File: config.mk
export PLATFORM = sky130hd
export DESIGN_NAME = flash_cmd_decoder
export DESIGN_NICKNAME = d
export VERILOG_FILES = /design/src/rtl/fcd_pkg.sv /design/src/rtl/fcd_datapath.sv /design/src/rtl/fcd_ctrl.sv /design/src/rtl/flash_cmd_decoder.sv
export SDC_FILE = /design/constraint.sdc
export NUM_CORES = 1
export LEC_CHECK = 0
export ABC_AREA = 1
export BUFFER_PORTS_ARGS = -buffer_cell sky130_fd_sc_hd__buf_2
export CELL_PAD_IN_SITES_DETAIL_PLACEMENT = 1
export CELL_PAD_IN_SITES_GLOBAL_PLACEMENT = 2
export CORE_ASPECT_RATIO = 0.6
export CORE_MARGIN = 2
export CORE_UTILIZATION = 30
export DETAILED_ROUTE_END_ITERATION = 12
export GPL_TIMING_DRIVEN = 0
export PLACE_DENSITY_LB_ADDON = 0.15
export REMOVE_ABC_BUFFERS = 1
export SLEW_MARGIN = 20
export SYNTH_ARGS = -nofsm -noshare
export SYNTH_HDL_FRONTEND = slang
export SYNTH_SLANG_ARGS = --single-unit
File: constraint.sdc
create_clock -name clk -period 2.1 [get_ports clk]
set_input_delay 0.21 -clock clk [delete_from_list [all_inputs] [get_ports clk]]
set_output_delay 0.21 -clock clk [all_outputs]
set_load 0.02 [all_outputs]
File: src/rtl/fcd_pkg.sv
package fcd_pkg;

  localparam int NSECT = 7;

  typedef enum logic [2:0] {
    M_READ = 3'd0, M_ID = 3'd1, M_PROG = 3'd2, M_WINDOW = 3'd3,
    M_ERASE = 3'd4, M_SUSP = 3'd5, M_SPROG = 3'd6, M_FAULT = 3'd7
  } mode_t;

  // Strobes from the sequencer to the datapath
  typedef struct packed {
    logic captureOp;
    logic loadSector;
    logic fillMask;
    logic clearMask;
  } strobe_t;

  // Sector index of a 17-bit address (boot blocks at the top)
  function automatic logic [2:0] sectorOf(input logic [16:0] a);
    logic [2:0] idx;
    if (!a[16])      idx = 3'd0;
    else if (!a[15]) idx = 3'd1;
    else begin
      case (a[14:12])
        3'b000, 3'b001: idx = 3'd2;
        3'b010, 3'b011: idx = 3'd3;
        3'b100:         idx = 3'd4;
        3'b101:         idx = 3'd5;
        default:        idx = 3'd6;
      endcase
    end
    return idx;
  endfunction

endpackage

File: src/rtl/fcd_datapath.sv
module fcd_datapath
  import fcd_pkg::*;
#(
  parameter int ADDR_W     = 17,
  parameter int WIN_CYCLES = 1500,
  parameter logic [7:0] MFR_CODE = 8'hC2,
  parameter logic [7:0] DEV_CODE = 8'h19
) (
  input  logic              clk,
  input  logic              rstN,
  input  logic              ceN,
  input  logic              weN,
  input  logic              oeN,
  input  logic [ADDR_W-1:0] addr,
  input  logic [7:0]        dataIn,
  input  logic              chipProtected,
  input  strobe_t           stb,
  input  logic              inWindow,
  input  logic              idMode,
  output logic              wrEvt,
  output logic [ADDR_W-1:0] addrLat,
  output logic [7:0]        dataLat,
  output logic              winExpired,
  output logic [NSECT-1:0]  sectorMask,
  output logic [ADDR_W-1:0] opAddr,
  output logic [7:0]        opData,
  output logic [7:0]        idData
);

  localparam int CNT_W = $clog2(WIN_CYCLES + 1);
  localparam logic [CNT_W-1:0] CNT_LAST = CNT_W'(WIN_CYCLES - 1);

  // Two-stage synchronizer for {ce, we, oe}; idle value is all high
  logic [2:0] syncA, syncB;
  logic wrQ, wrQd, wrOpen, wrClose;
  logic [CNT_W-1:0] winCnt;

  always_ff @(posedge clk) begin
    if (!rstN) begin
      syncA <= 3'b111;
      syncB <= 3'b111;
      wrQd  <= 1'b0;
    end else begin
      syncA <= {ceN, weN, oeN};
      syncB <= syncA;
      wrQd  <= wrQ;
    end
  end

  assign wrQ     = ~syncB[2] & ~syncB[1] & syncB[0];
  assign wrOpen  = wrQ & ~wrQd;
  assign wrClose = ~wrQ & wrQd;

  // Address on the opening edge, data on the closing edge
  always_ff @(posedge clk) begin
    if (!rstN) begin
      addrLat <= '0;
      dataLat <= '0;
      wrEvt   <= 1'b0;
    end else begin
      wrEvt <= wrClose;
      if (wrOpen)  addrLat <= addr;
      if (wrClose) dataLat <= dataIn;
    end
  end

  // Operation latch and sector mask
  always_ff @(posedge clk) begin
    if (!rstN) begin
      opAddr     <= '0;
      opData     <= '0;
      sectorMask <= '0;
    end else begin
      if (stb.captureOp) begin
        opAddr <= addrLat;
        opData <= dataLat;
      end
      if (stb.clearMask)       sectorMask <= '0;
      else if (stb.fillMask)   sectorMask <= '1;
      else if (stb.loadSector) sectorMask <= sectorMask | (NSECT'(1) << sectorOf(addrLat[16:0]));
    end
  end

  // Sector-load window, restarted by each load
  always_ff @(posedge clk) begin
    if (!rstN) winCnt <= '0;
    else if (!inWindow || stb.loadSector) winCnt <= '0;
    else if (winCnt != CNT_LAST) winCnt <= winCnt + 1'b1;
  end

  assign winExpired = inWindow && (winCnt == CNT_LAST) && !stb.loadSector;

  // Identifier read path
  always_comb begin
    if (!idMode)      idData = 8'h00;
    else if (addr[1]) idData = {7'b0, chipProtected};
    else if (addr[0]) idData = DEV_CODE;
    else              idData = MFR_CODE;
  end

  // the window counter never passes its limit
  a_r8_win_bound: assert property (@(posedge clk) disable iff (!rstN)
    winCnt <= CNT_LAST);

  // a write event needs a preceding qualified write phase
  a_r3_event_after_write: assert property (@(posedge clk) disable iff (!rstN)
    wrClose |=> wrEvt);

endmodule

File: src/rtl/fcd_ctrl.sv
module fcd_ctrl
  import fcd_pkg::*;
#(
  parameter int ADDR_W = 17
) (
  input  logic              clk,
  input  logic              rstN,
  input  logic              wrEvt,
  input  logic [ADDR_W-1:0] addrLat,
  input  logic [7:0]        dataLat,
  input  logic              winExpired,
  input  logic              engDone,
  input  logic              engFail,
  output strobe_t           stb,
  output mode_t             mode,
  output logic              inWindow,
  output logic              progStart,
  output logic              eraseStart,
  output logic              chipErase,
  output logic              suspendReq,
  output logic              resumeReq,
  output logic              protUnlock
);

  typedef enum logic [4:0] {
    S_READ, S_U1, S_U2, S_ID, S_PWAIT, S_E0, S_E1, S_E2, S_PROG,
    S_WIN, S_ERASE, S_SUSP, S_SU1, S_SU2, S_SPWAIT, S_SPROG, S_FAULT
  } state_t;

  state_t st, nxt;
  logic nProg, nErase, nChip, nSusp, nResume, nProt;
  logic at555, at2AA, isAA, is55;

  assign at555 = addrLat[10:0] == 11'h555;
  assign at2AA = addrLat[10:0] == 11'h2AA;
  assign isAA  = at555 && dataLat == 8'hAA;
  assign is55  = at2AA && dataLat == 8'h55;

  always_comb begin
    nxt = st;
    stb = '0;
    {nProg, nErase, nChip, nSusp, nResume, nProt} = '0;
    case (st)
      S_READ, S_ID: if (wrEvt) nxt = isAA ? S_U1 : S_READ;
      S_U1:   if (wrEvt) nxt = is55 ? S_U2 : S_READ;
      S_U2:   if (wrEvt) begin
        nxt = S_READ;
        if (at555 && dataLat == 8'hA0) nxt = S_PWAIT;
        if (at555 && dataLat == 8'h90) nxt = S_ID;
        if (at555 && dataLat == 8'h80) begin
          nxt = S_E0;
          stb.clearMask = 1'b1;
        end
      end
      S_PWAIT: if (wrEvt) begin
        stb.captureOp = 1'b1;
        nProg = 1'b1;
        nxt = S_PROG;
      end
      S_E0:   if (wrEvt) nxt = isAA ? S_E1 : S_READ;
      S_E1:   if (wrEvt) nxt = is55 ? S_E2 : S_READ;
      S_E2:   if (wrEvt) begin
        nxt = S_READ;
        if (at555 && dataLat == 8'h10) begin
          stb.fillMask = 1'b1;
          nErase = 1'b1;
          nChip = 1'b1;
          nxt = S_ERASE;
        end else if (dataLat == 8'h30) begin
          stb.loadSector = 1'b1;
          nxt = S_WIN;
        end else if (at555 && dataLat == 8'h20) begin
          nProt = 1'b1;
        end
      end
      S_PROG: if (engFail) nxt = S_FAULT;
              else if (engDone) nxt = S_READ;
      S_WIN:  if (wrEvt) begin
        if (dataLat == 8'h30) stb.loadSector = 1'b1;
        else if (dataLat == 8'hB0) begin
          nErase = 1'b1;
          nSusp = 1'b1;
          nxt = S_SUSP;
        end else begin
          stb.clearMask = 1'b1;
          nxt = S_READ;
        end
      end else if (winExpired) begin
        nErase = 1'b1;
        nxt = S_ERASE;
      end
      S_ERASE: if (engFail) nxt = S_FAULT;
        else if (engDone) begin
          stb.clearMask = 1'b1;
          nxt = S_READ;
        end else if (wrEvt && dataLat == 8'hB0) begin
          nSusp = 1'b1;
          nxt = S_SUSP;
        end
      S_SUSP: if (wrEvt) begin
        if (dataLat == 8'h30) begin
          nResume = 1'b1;
          nxt = S_ERASE;
        end else if (isAA) nxt = S_SU1;
      end
      S_SU1:  if (wrEvt) nxt = is55 ? S_SU2 : S_SUSP;
      S_SU2:  if (wrEvt) nxt = (at555 && dataLat == 8'hA0) ? S_SPWAIT : S_SUSP;
      S_SPWAIT: if (wrEvt) begin
        stb.captureOp = 1'b1;
        nProg = 1'b1;
        nxt = S_SPROG;
      end
      S_SPROG: if (engFail) nxt = S_FAULT;
               else if (engDone) nxt = S_SUSP;
      S_FAULT: if (wrEvt && dataLat == 8'hF0) begin
        stb.clearMask = 1'b1;
        nxt = S_READ;
      end
      default: nxt = S_READ;
    endcase
  end

  always_ff @(posedge clk) begin
    if (!rstN) begin
      st <= S_READ;
      {progStart, eraseStart, chipErase, suspendReq, resumeReq, protUnlock} <= '0;
    end else begin
      st <= nxt;
      progStart  <= nProg;
      eraseStart <= nErase;
      chipErase  <= nChip;
      suspendReq <= nSusp;
      resumeReq  <= nResume;
      protUnlock <= nProt;
    end
  end

  always_comb begin
    case (st)
      S_ID:                   mode = M_ID;
      S_PROG:                 mode = M_PROG;
      S_WIN:                  mode = M_WINDOW;
      S_ERASE:                mode = M_ERASE;
      S_SUSP, S_SU1, S_SU2, S_SPWAIT: mode = M_SUSP;
      S_SPROG:                mode = M_SPROG;
      S_FAULT:                mode = M_FAULT;
      default:                mode = M_READ;
    endcase
  end

  assign inWindow = st == S_WIN;

  // programming holds until the engine answers
  a_r5_prog_holds: assert property (@(posedge clk) disable iff (!rstN)
    (st == S_PROG && !engDone && !engFail) |=> st == S_PROG);

  // a resume only leaves the suspended state
  a_r10_resume_from_susp: assert property (@(posedge clk) disable iff (!rstN)
    resumeReq |-> ($past(st) == S_SUSP && st == S_ERASE));

  // never two engine starts at once
  a_r2_single_start: assert property (@(posedge clk) disable iff (!rstN)
    !(progStart && eraseStart));

  // fault is left only by a reset write
  a_r12_fault_sticky: assert property (@(posedge clk) disable iff (!rstN)
    (st == S_FAULT && !wrEvt) |=> st == S_FAULT);

endmodule

File: src/rtl/flash_cmd_decoder.sv
module flash_cmd_decoder
  import fcd_pkg::*;
#(
  parameter int ADDR_W     = 17,
  parameter int WIN_CYCLES = 1500
) (
  input  logic              clk,
  input  logic              rstN,
  input  logic              ceN,
  input  logic              weN,
  input  logic              oeN,
  input  logic [ADDR_W-1:0] addr,
  input  logic [7:0]        dataIn,
  input  logic              chipProtected,
  input  logic              engDone,
  input  logic              engFail,
  output logic              progStart,
  output logic              eraseStart,
  output logic              chipErase,
  output logic              suspendReq,
  output logic              resumeReq,
  output logic              protUnlock,
  output logic [ADDR_W-1:0] opAddr,
  output logic [7:0]        opData,
  output logic [NSECT-1:0]  sectorMask,
  output logic [2:0]        mode,
  output logic              idValid,
  output logic [7:0]        idData
);

  strobe_t stb;
  mode_t modeQ;
  logic wrEvt, winExpired, inWindow;
  logic [ADDR_W-1:0] addrLat;
  logic [7:0] dataLat;

  fcd_datapath #(.ADDR_W(ADDR_W), .WIN_CYCLES(WIN_CYCLES)) i_dp (
    .clk, .rstN, .ceN, .weN, .oeN, .addr, .dataIn, .chipProtected,
    .stb, .inWindow, .idMode(modeQ == M_ID),
    .wrEvt, .addrLat, .dataLat, .winExpired, .sectorMask, .opAddr, .opData, .idData
  );

  fcd_ctrl #(.ADDR_W(ADDR_W)) i_ctrl (
    .clk, .rstN, .wrEvt, .addrLat, .dataLat, .winExpired, .engDone, .engFail,
    .stb, .mode(modeQ), .inWindow,
    .progStart, .eraseStart, .chipErase, .suspendReq, .resumeReq, .protUnlock
  );

  assign mode    = modeQ;
  assign idValid = modeQ == M_ID;

  // an erase is never launched with an empty sector set
  a_r6_mask_on_start: assert property (@(posedge clk) disable iff (!rstN)
    eraseStart |-> sectorMask != '0);

endmodule

After elaboration in Yosys (flattened, before gate mapping)
Memory sizes are Yosys's and may differ from the RTL's. A register that Yosys moved wholly into a read port is not among the register bits.
Cells that the tools add are included.
Storage, ports and cells
  register bits after elaboration: 87
  bits in read-only memories: 96
  input port bits: 33
  output and inout bits: 50
  logic and storage cells: 194
  memories kept: 1
Memory list
  (name not given): depth 32, width 3, rd ports 1, clocked after Yosys merged registers in 1, wr ports 0, line fcd_ctrl.sv:139  | case (st)
Operators by class
  add/sub/neg operators: 1
  equality and inequality tests: 54
  shift-type cells: 1
  muxes and demuxes: 81
  bitwise gates (word level): 12
  reductions and logical operators: 27
Operators with widths (count)
  $mux W5: 28
  $pmux W5 S16: 1
  $eq A8 B8 Y1 const B: 6
  $eq A5 B4 Y1 const B: 8
  $mux W3: 12
  $mux W1: 26
  $mux W8: 3
  $eq A11 B11 Y1 const B: 2
  $ne A2 B2 Y1 const B: 11
  $eq A5 B3 Y1 const B: 4
  $reduce_and A18 Y1: 1
  $eq A8 B6 Y1 const B: 2
  $mux W7: 2
  $pmux W3 S4: 1
  $reduce_or A2 Y1: 6
  $add A11 B1 Y11 const B: 1
  $eq A11 B10 Y1 const B: 1
  $logic_and A1 B1 Y1: 11
  $ne A11 B11 Y1 const B: 1
  $eq A5 B2 Y1 const B: 2
  $ne A3 B3 Y1 const B: 3
  $eq A8 B5 Y1 const B: 1
  $eq A8 B7 Y1 const B: 1
  $mux W4: 2
  23 further kinds: 40

Depth between registers and ports, before layout
Gate-level depths: netlist (run 1).
  word-level depth: 13
  gate-level depth with buffers: 17
  mapped depth without buffers: 17

Cells and area by module
From an unflattened synthesis (run 1), not the netlist that was laid out.
Second synthesis, totals
  cell total of the unflattened synthesis: 649
  area total of the unflattened synthesis: 4374.2 um2
Modules (own cells, without submodules)
  fcd_datapath: times used 1, cells each 353, area an instance 2836.5 um2, sequential area each 1521.5 um2
  fcd_ctrl: times used 1, cells each 293, area an instance 1524.0 um2, sequential area each 280.3 um2
  flash_cmd_decoder: times used 1, cells each 3, area an instance 13.8 um2, sequential area each 0.0 um2

Worst setup path after synthesis (run 1)
No wires, ideal clock.
  path type: reg2out
  start: reg, netlist name i_ctrl.mode[0]
  end: out idData[6]
  arrival time: 1.986 ns
  required time: 1.890 ns
  slack: -0.096 ns
  stages on the path, launching flop included: 6
  path through: dfxtp_1 -> inv_1 -> nor3_1 -> inv_1 -> nor3_1 -> buf_4
Between the ends
  cells in the longest elaborated chain, start to end: 2
RTL lines
  $eq A3 B1 Y1
  via idValid: line flash_cmd_decoder.sv:27  | output logic idValid,
  $mux W8: line fcd_datapath.sv:95  | if (!idMode) idData = 8'h00;
  end: declaration: line flash_cmd_decoder.sv:28  | output logic [7:0] idData
The timed path passes the listed nets, and every way through them passes these cells.

Worst setup path in the final report (run 1)
  start: reg i_dp.dataLat[7]
  end: reg, netlist name i_ctrl.mode[1]
Between the ends
  cells in the longest elaborated chain, start to end: 11
  elaborated cells between the ends (all ways): 57
  those cells by class: 14 x eq/ne; 32 x mux; 11 x reduce/logical
RTL lines
  start: declaration: line fcd_datapath.sv:22  | output logic [7:0] dataLat,
  start signal: assignment: line fcd_datapath.sv:63  | if (wrClose) dataLat <= dataIn;
  $eq A8 B6 Y1 or $eq A8 B5 Y1 (tied branches)
  $mux W1 or $logic_and A1 B1 Y1 (tied branches): line fcd_ctrl.sv:69, fcd_ctrl.sv:79, fcd_ctrl.sv:64
  $mux W1: line fcd_ctrl.sv:64  | if (at555 && dataLat == 8'h10) begin
  $mux W2: line fcd_ctrl.sv:62  | S_E2: if (wrEvt) begin
  $pmux W1 S2: line fcd_ctrl.sv:43  | case (st)
  $logic_not A1 Y1: line fcd_datapath.sv:91  | assign winExpired = inWindow && (winCnt == CNT_LAST) && !stb.loadSector;
  $logic_and A1 B1 Y1: line fcd_datapath.sv:91
  $ne A3 B2 Y1 (no source line)
  $reduce_and A18 Y1 (no source line)
  $mux W5 (no source line) * (2 in a row)
Mark *: on every way between the ends. The rest lies on a longest branch, timed or not. The select of a mux whose other input is x is not followed.
A chain may end at the register's enable or synchronous reset.

==> impl_metrics.env, run 1 <==
export IMPL_grt_pass1_wl_um=20690
export IMPL_cts_hold_buf=0
export IMPL_root_buffer="clkbuf_16"
export IMPL_cts_tree="yes"
export IMPL_worstPathArrival_ns=2.24
export IMPL_r2r_worst_path_cells=12
export IMPL_relSlewSlack_pct=59.80
export IMPL_dr_pass1_iters=4
export IMPL_rrSetupSlack_ns=0.09
export IMPL_hold_depth=2
export IMPL_die_area_mm2=0.01523
export IMPL_fin_tns_setup_ns=0
export IMPL_synth_ff_type="dfxtp_1"
export IMPL_crit_type="flip-flop to flip-flop"
export IMPL_yosysSeqAreaShare_pct=42.20
export IMPL_syn_avg_cell_area_um2=6.964
export IMPL_hold_violations=0
export IMPL_nets=734
export IMPL_grt_pass1_vias=4060
export IMPL_cp_cell_sequence="nor2_1, nand2_1, nor2_4, inv_1, nand3_2, nand3_2, nand2_2, nand3_1, o21ai_2, nand2_1, nand2_1, nand2_1"
export IMPL_rsz0062_at_grt="true"
export IMPL_crit_top_cell="nand2_1"
export IMPL_drt_wl_total_um=13080
export IMPL_antenna_found_initial=0
export IMPL_areaGrowthSynthToFinish_pct=27.87
export IMPL_drc=0
export IMPL_core_area_mm2=0.01379
export IMPL_ctsLongestPathBuffers=2
export IMPL_vias_per_cell=4.712
export IMPL_die_x_um=158.0
export IMPL_setup_violations=0
export IMPL_synth_edf_count=0
export IMPL_cap_violations=0
export IMPL_antenna_cells=0
export IMPL_power_density_mw_per_mm2=836.9
export IMPL_vias=4222
export IMPL_worst_pin_slew_ns=0.6030
export IMPL_max_freq_mhz=496.8
export IMPL_grtUsageTotal_pct=17.39
export IMPL_fp_row_count=33
export IMPL_syn_inst=613
export IMPL_skew_ns=0.006311
export IMPL_cts_clk_slew_worst_paths_ns=0.06
export IMPL_path_buf_inv=1
export IMPL_endpoint_kind="flip-flop"
export IMPL_ys_warn_count=0
export IMPL_cp_depth=12
export IMPL_drive_above_1_share_pct=28.13
export IMPL_fillers=1812
export IMPL_finalCritPeriodShare_pct=95.85
export IMPL_worstSetupStartpointType="flip-flop"
export IMPL_gp_congestion=0.8570
export IMPL_cp_max_fo=5
export IMPL_cts_sinks=90
export IMPL_io_buffers=80
export IMPL_numCtsBuffers=9
export IMPL_ir_drop_mv=0.3270
export IMPL_status="completed"
export IMPL_hold_class="primary input to flip-flop"
export IMPL_crit_family="simple AND/OR/NAND/NOR gates"
export IMPL_drt_iter0_drc=161
export IMPL_gr_total_overflow=0
export IMPL_p_leak_nw=2.376
export IMPL_ys_ff_latch=90
export IMPL_synth_distinct_cells=35
export IMPL_clk_latency_ns=0.34
export IMPL_async_reset_ff_share_pct=0
export IMPL_cp_slowest_stage_delay_ns=0.33
export IMPL_total_power_mw=4.569
export IMPL_htree_levels=3
export IMPL_grt_max_degree=61
export IMPL_synth_cell_area_mm2=0.004269
export IMPL_crit_slowest_cell="dfxtp_1"
export IMPL_ant_nets=0
export IMPL_wire_per_inst_um=14.60
export IMPL_start_util_pct=30.96
export IMPL_required_ns=2.33
export IMPL_ioPinCount=83
export IMPL_finalCriticalPeriod_ns=2.013
export IMPL_drv_slew=0
export IMPL_die_h_um=96.40
export IMPL_hpwl_um=9703
## repair_timing
action	in CTS	in global routing
gates cloned	0	1
endpoints found under the setup margin	32	24
buffers inserted	1	16
resized for setup	15	41
pin swaps	2	13
hold endpoints to repair	0	0
## placed cells by master, fill, tap and decap left out, drive strengths merged, types with 2 or more instances in the layout
master	netlist	final
nand2	108	108
buf	8	97
dfxtp	90	90
inv	82	82
nor2	81	81
o21ai	69	69
a21oi	63	63
nand3	47	48
nor3	18	18
clkbuf	16	11
or2	10	10
nand4	5	5
a311oi	2	2
xor2	2	2
conb	1	2
clkinvlp	0	2
bufinv	0	2
o31ai	2	2
## final cells by class
| class | instances | area, um^2 | share of cell area [%] |
|---|---|---|---|
| Tap cell | 192 | 240.2 | 4.401 |
| Timing Repair Buffer | 98 | 550.5 | 10.08 |
| Sequential cell | 90 | 1826 | 33.44 |
| Inverter | 82 | 307.8 | 5.638 |
| Multi-Input combinational cell | 419 | 2226 | 40.77 |
| Clock inverter | 5 | 80.08 | 1.467 |
| Clock buffer | 10 | 229.0 | 4.194 |
## report_power, final
part | switching [mW] | internal, mW
Sequential | 0.0625 | 1.77
Combinational | 0.673 | 0.340
Clock | 0.691 | 1.04
Total | 1.43 | 3.14
## layer usage
layer  part of all wire [%]  GRT usage, %  vias up
li1                       -             -     2161
met1                     54         26.15     1965
met2                     40         25.33       88
met3                    5.6         3.925        8
met4                   0.61         3.378        0
met5                      0             0        -
## flip-flops by register name (all words and copies together) (netlist names), 3 cells and up
register / count
i_dp.syncB: 3
i_dp.winCnt: 11
i_ctrl.st: 5
i_ctrl.mode: 3
i_dp.addrLat: 17
i_dp.opData: 8
i_dp.sectorMask: 7
i_dp.syncA: 3
i_dp.opAddr: 17
i_dp.dataLat: 8
## cell usage after synthesis, types with 5 or more instances
master / count / share of area [%]
inv_2: 13 / 1.1
nand4_1: 5 / 0.73
a21oi_1: 63 / 7.4
or2_2: 10 / 1.5
dfxtp_1: 90 / 42
nor2_2: 10 / 1.5
nor2_1: 65 / 5.7
inv_1: 69 / 6.1
buf_4: 6 / 1.1
nand2_1: 104 / 9.1
o21ai_0: 65 / 7.6
nor3_1: 18 / 2.1
clkbuf_1: 16 / 1.4
nor2_4: 5 / 1.3
nand3_1: 42 / 4.9
## per-stage QoR
stage | worst slack, ns | hold WS [ns] | area [um^2] | cells | util, %
6_report | 0.08712 | 0.05235 | 5459 | 896 | 39.58
5_1_grt | -0.09968 | 0.05098 | 5459 | 896 | 39.58
3_5_place_dp | -0.2682 | 0.4003 | 4826 | 863 | 34.99
3_3_place_gp | -1.786 | 0.3941 | 4798 | 862 | 34.79
2_1_floorplan | -0.5204 | 0.3166 | 4158 | 590 | -
4_1_cts | 0.003551 | 0.03863 | 5190 | 879 | 37.63
## path summary, 6_finish.rpt
kind / endpoint / from
max: i_ctrl.mode[1] / i_dp.dataLat[7]
min: i_dp.syncA[0] / oeN
max reg2reg: i_ctrl.mode[1] / i_dp.dataLat[7]
min reg2reg: i_dp.syncB[2] / i_dp.syncA[2]
## cells by family (layout without fill, tap and decap cells)
kind of cell    Yosys count  in the layout  synth area share, %
xor+xnor                  3              3               0.6156
flops                    90             90                42.20
buf+inv                 106            195                9.906
compound gates          139            139                16.79
simple gates            273            274                30.10
fa+ha+maj                 1              1               0.2930
other cells               1              2              0.08784
Power figures use the tool's default switching activity.
==> inputs of run 2 (changes only) <==
PLACE_DENSITY_LB_ADDON = 0.05   (was 0.15)
SETUP_SLACK_MARGIN = 0.02   (was default)
==> run 2 against run 1 <==
Effect of this change: sequential share of layout area fell by 0.50 points; core utilization rose by 0.74 points; die area unchanged; clock-buffer cell count stayed put; via count increased by 1.1%; clock power decreased by 3%; flip-flop and latch count did not move; critical path depth increased by 3.
==> impl_metrics.env, run 2 (synthesized netlist as in run 1, its figures left out) <==
export IMPL_status="completed"
export IMPL_ir_drop_mv=0.3663
export IMPL_grtUsageTotal_pct=18.70
export IMPL_hold_violations=0
export IMPL_vias=4269
export IMPL_top_regs="i_dp.addrLat x17, i_dp.opAddr x17, i_dp.winCnt x11"
export IMPL_seq_area_mm2=0.001832
export IMPL_wire_per_inst_um=15.46
export IMPL_skew_ns=0.006494
export IMPL_die_area_mm2=0.01523
export IMPL_io_buffers=80
export IMPL_drt_iter0_drc=149
export IMPL_relSlewSlack_pct=57.94
export IMPL_required_ns=2.33
export IMPL_rsz0062_at_grt="true"
export IMPL_postLayoutCoreUtil_pct=40.33
export IMPL_cts_sinks=90
export IMPL_fp_row_count=33
export IMPL_die_h_um=96.40
export IMPL_p_leak_nw=2.411
export IMPL_finalCriticalPeriod_ns=1.959
export IMPL_antenna_cells=0
export IMPL_hold_class="primary input to flip-flop"
export IMPL_fillers=1769
export IMPL_setup_ws_ns=0.1410
export IMPL_root_buffer="clkbuf_16"
export IMPL_fin_tns_setup_ns=0
export IMPL_layout_commonest_cell="nand2_1"
export IMPL_drc=0
export IMPL_core_area_mm2=0.01379
export IMPL_ant_nets=0
export IMPL_clk_latency_ns=0.34
export IMPL_finalCritPeriodShare_pct=93.29
export IMPL_cts_tree="yes"
export IMPL_place_ws_ns=-0.3408
export IMPL_final_cell_mix="nand2_1, buf_2, dfxtp_1"
export IMPL_holdWs_ns=0.05046
export IMPL_cp_max_fo=5
export IMPL_hpwl_um=10290
export IMPL_worst_pin_slew_ns=0.6309
export IMPL_cts_clk_slew_worst_paths_ns=0.07
export IMPL_dr_pass1_iters=4
export IMPL_vias_per_cell=4.743
export IMPL_ioPinCount=83
export IMPL_drt_wl_total_um=13920
export IMPL_gr_total_overflow=0
export IMPL_drive_above_1_share_pct=32.20
export IMPL_power_density_mw_per_mm2=815.6
export IMPL_grt_max_degree=61
export IMPL_total_power_mw=4.536
export IMPL_areaGrowthSynthToFinish_pct=30.28
export IMPL_ctsLongestPathBuffers=2
export IMPL_worstSetupStartpointType="flip-flop"
export IMPL_gp_congestion=0.9214
export IMPL_htree_levels=3
export IMPL_antenna_found_initial=0
export IMPL_nets=737
export IMPL_drv_slew=0
export IMPL_worstPathArrival_ns=2.19
export IMPL_multi_input_area_mm2=0.002293
export IMPL_numCtsBuffers=9
export IMPL_endpoint_kind="flip-flop"
export IMPL_crit_type="flip-flop to flip-flop"
export IMPL_die_x_um=158.0
export IMPL_cap_violations=0
export IMPL_grt_pass1_vias=4244
export IMPL_max_freq_mhz=510.5
export IMPL_setup_violations=0
export IMPL_start_util_pct=30.96
export IMPL_grt_pass1_wl_um=22030
## run 2: cell type report
| class | instances | share of cell area, % |
|---|---|---|
| Timing Repair Buffer | 101 | 10.33 |
| Clock inverter | 6 | 1.305 |
| Inverter | 82 | 5.579 |
| Multi-Input combinational cell | 419 | 41.24 |
| Sequential cell | 90 | 32.94 |
| Tap cell | 192 | 4.319 |
| Clock buffer | 10 | 4.297 |
## run 2: final timing paths
path,from,end,slack [ns],depth (start not counted)
worst max-delay path,i_dp.dataLat[2],i_ctrl.mode[0],0.14,15
worst max register to register,i_dp.dataLat[2],i_ctrl.mode[0],0.14,15
worst min-delay path,oeN,i_dp.syncA[0],0.05,2
worst min register to register,i_dp.syncA[2],i_dp.syncB[2],0.42,1
## run 2: report_power, final
part / switching, mW / internal [mW] / total, mW
Combinational: 0.676 / 0.356 / 1.03
Sequential: 0.0622 / 1.77 / 1.83
Clock: 0.706 / 0.970 / 1.68
Total: 1.44 / 3.09 / 4.54
## run 2: repair_timing
action,in CTS,in global routing
hold buffers,0,0
setup endpoints to repair,21,45
pin swaps,9,14
setup buffers,12,8
gates resized for setup,20,67
endpoints found under the hold margin,0,0
gates cloned,1,0
## run 2: critical path, stage by stage, from the launching register on
cell     delay (ns)
dfxtp_2        0.34
nor2_4         0.14
nand2_4        0.09
nor2_8         0.13
nand2_1        0.08
nand2_2        0.09
nand3_4        0.09
nor2_4         0.17
nand3_4        0.14
buf_6          0.15
nor2_4         0.10
inv_1          0.05
nand2_1        0.05
nand3_1        0.07
nand3_1        0.09
nand2_1        0.05
## run 2: through the flow
| step | cell area (um^2) | cells |
|---|---|---|
| after floorplan | 4158 | 590 |
| after global placement | 4798 | 862 |
| after detailed placement | 4826 | 863 |
| after CTS | 5299 | 892 |
| after global routing | 5562 | 900 |
| final | 5562 | 900 |
## run 2: routing by layer
metal	vias to the layer above	GRT usage (%)	part of all wire [%]
met3	17	3.434	3.8
li1	2167	-	-
met2	83	28.70	42
met4	0	3.679	1.0
met1	2002	27.45	54
met5	-	0	0
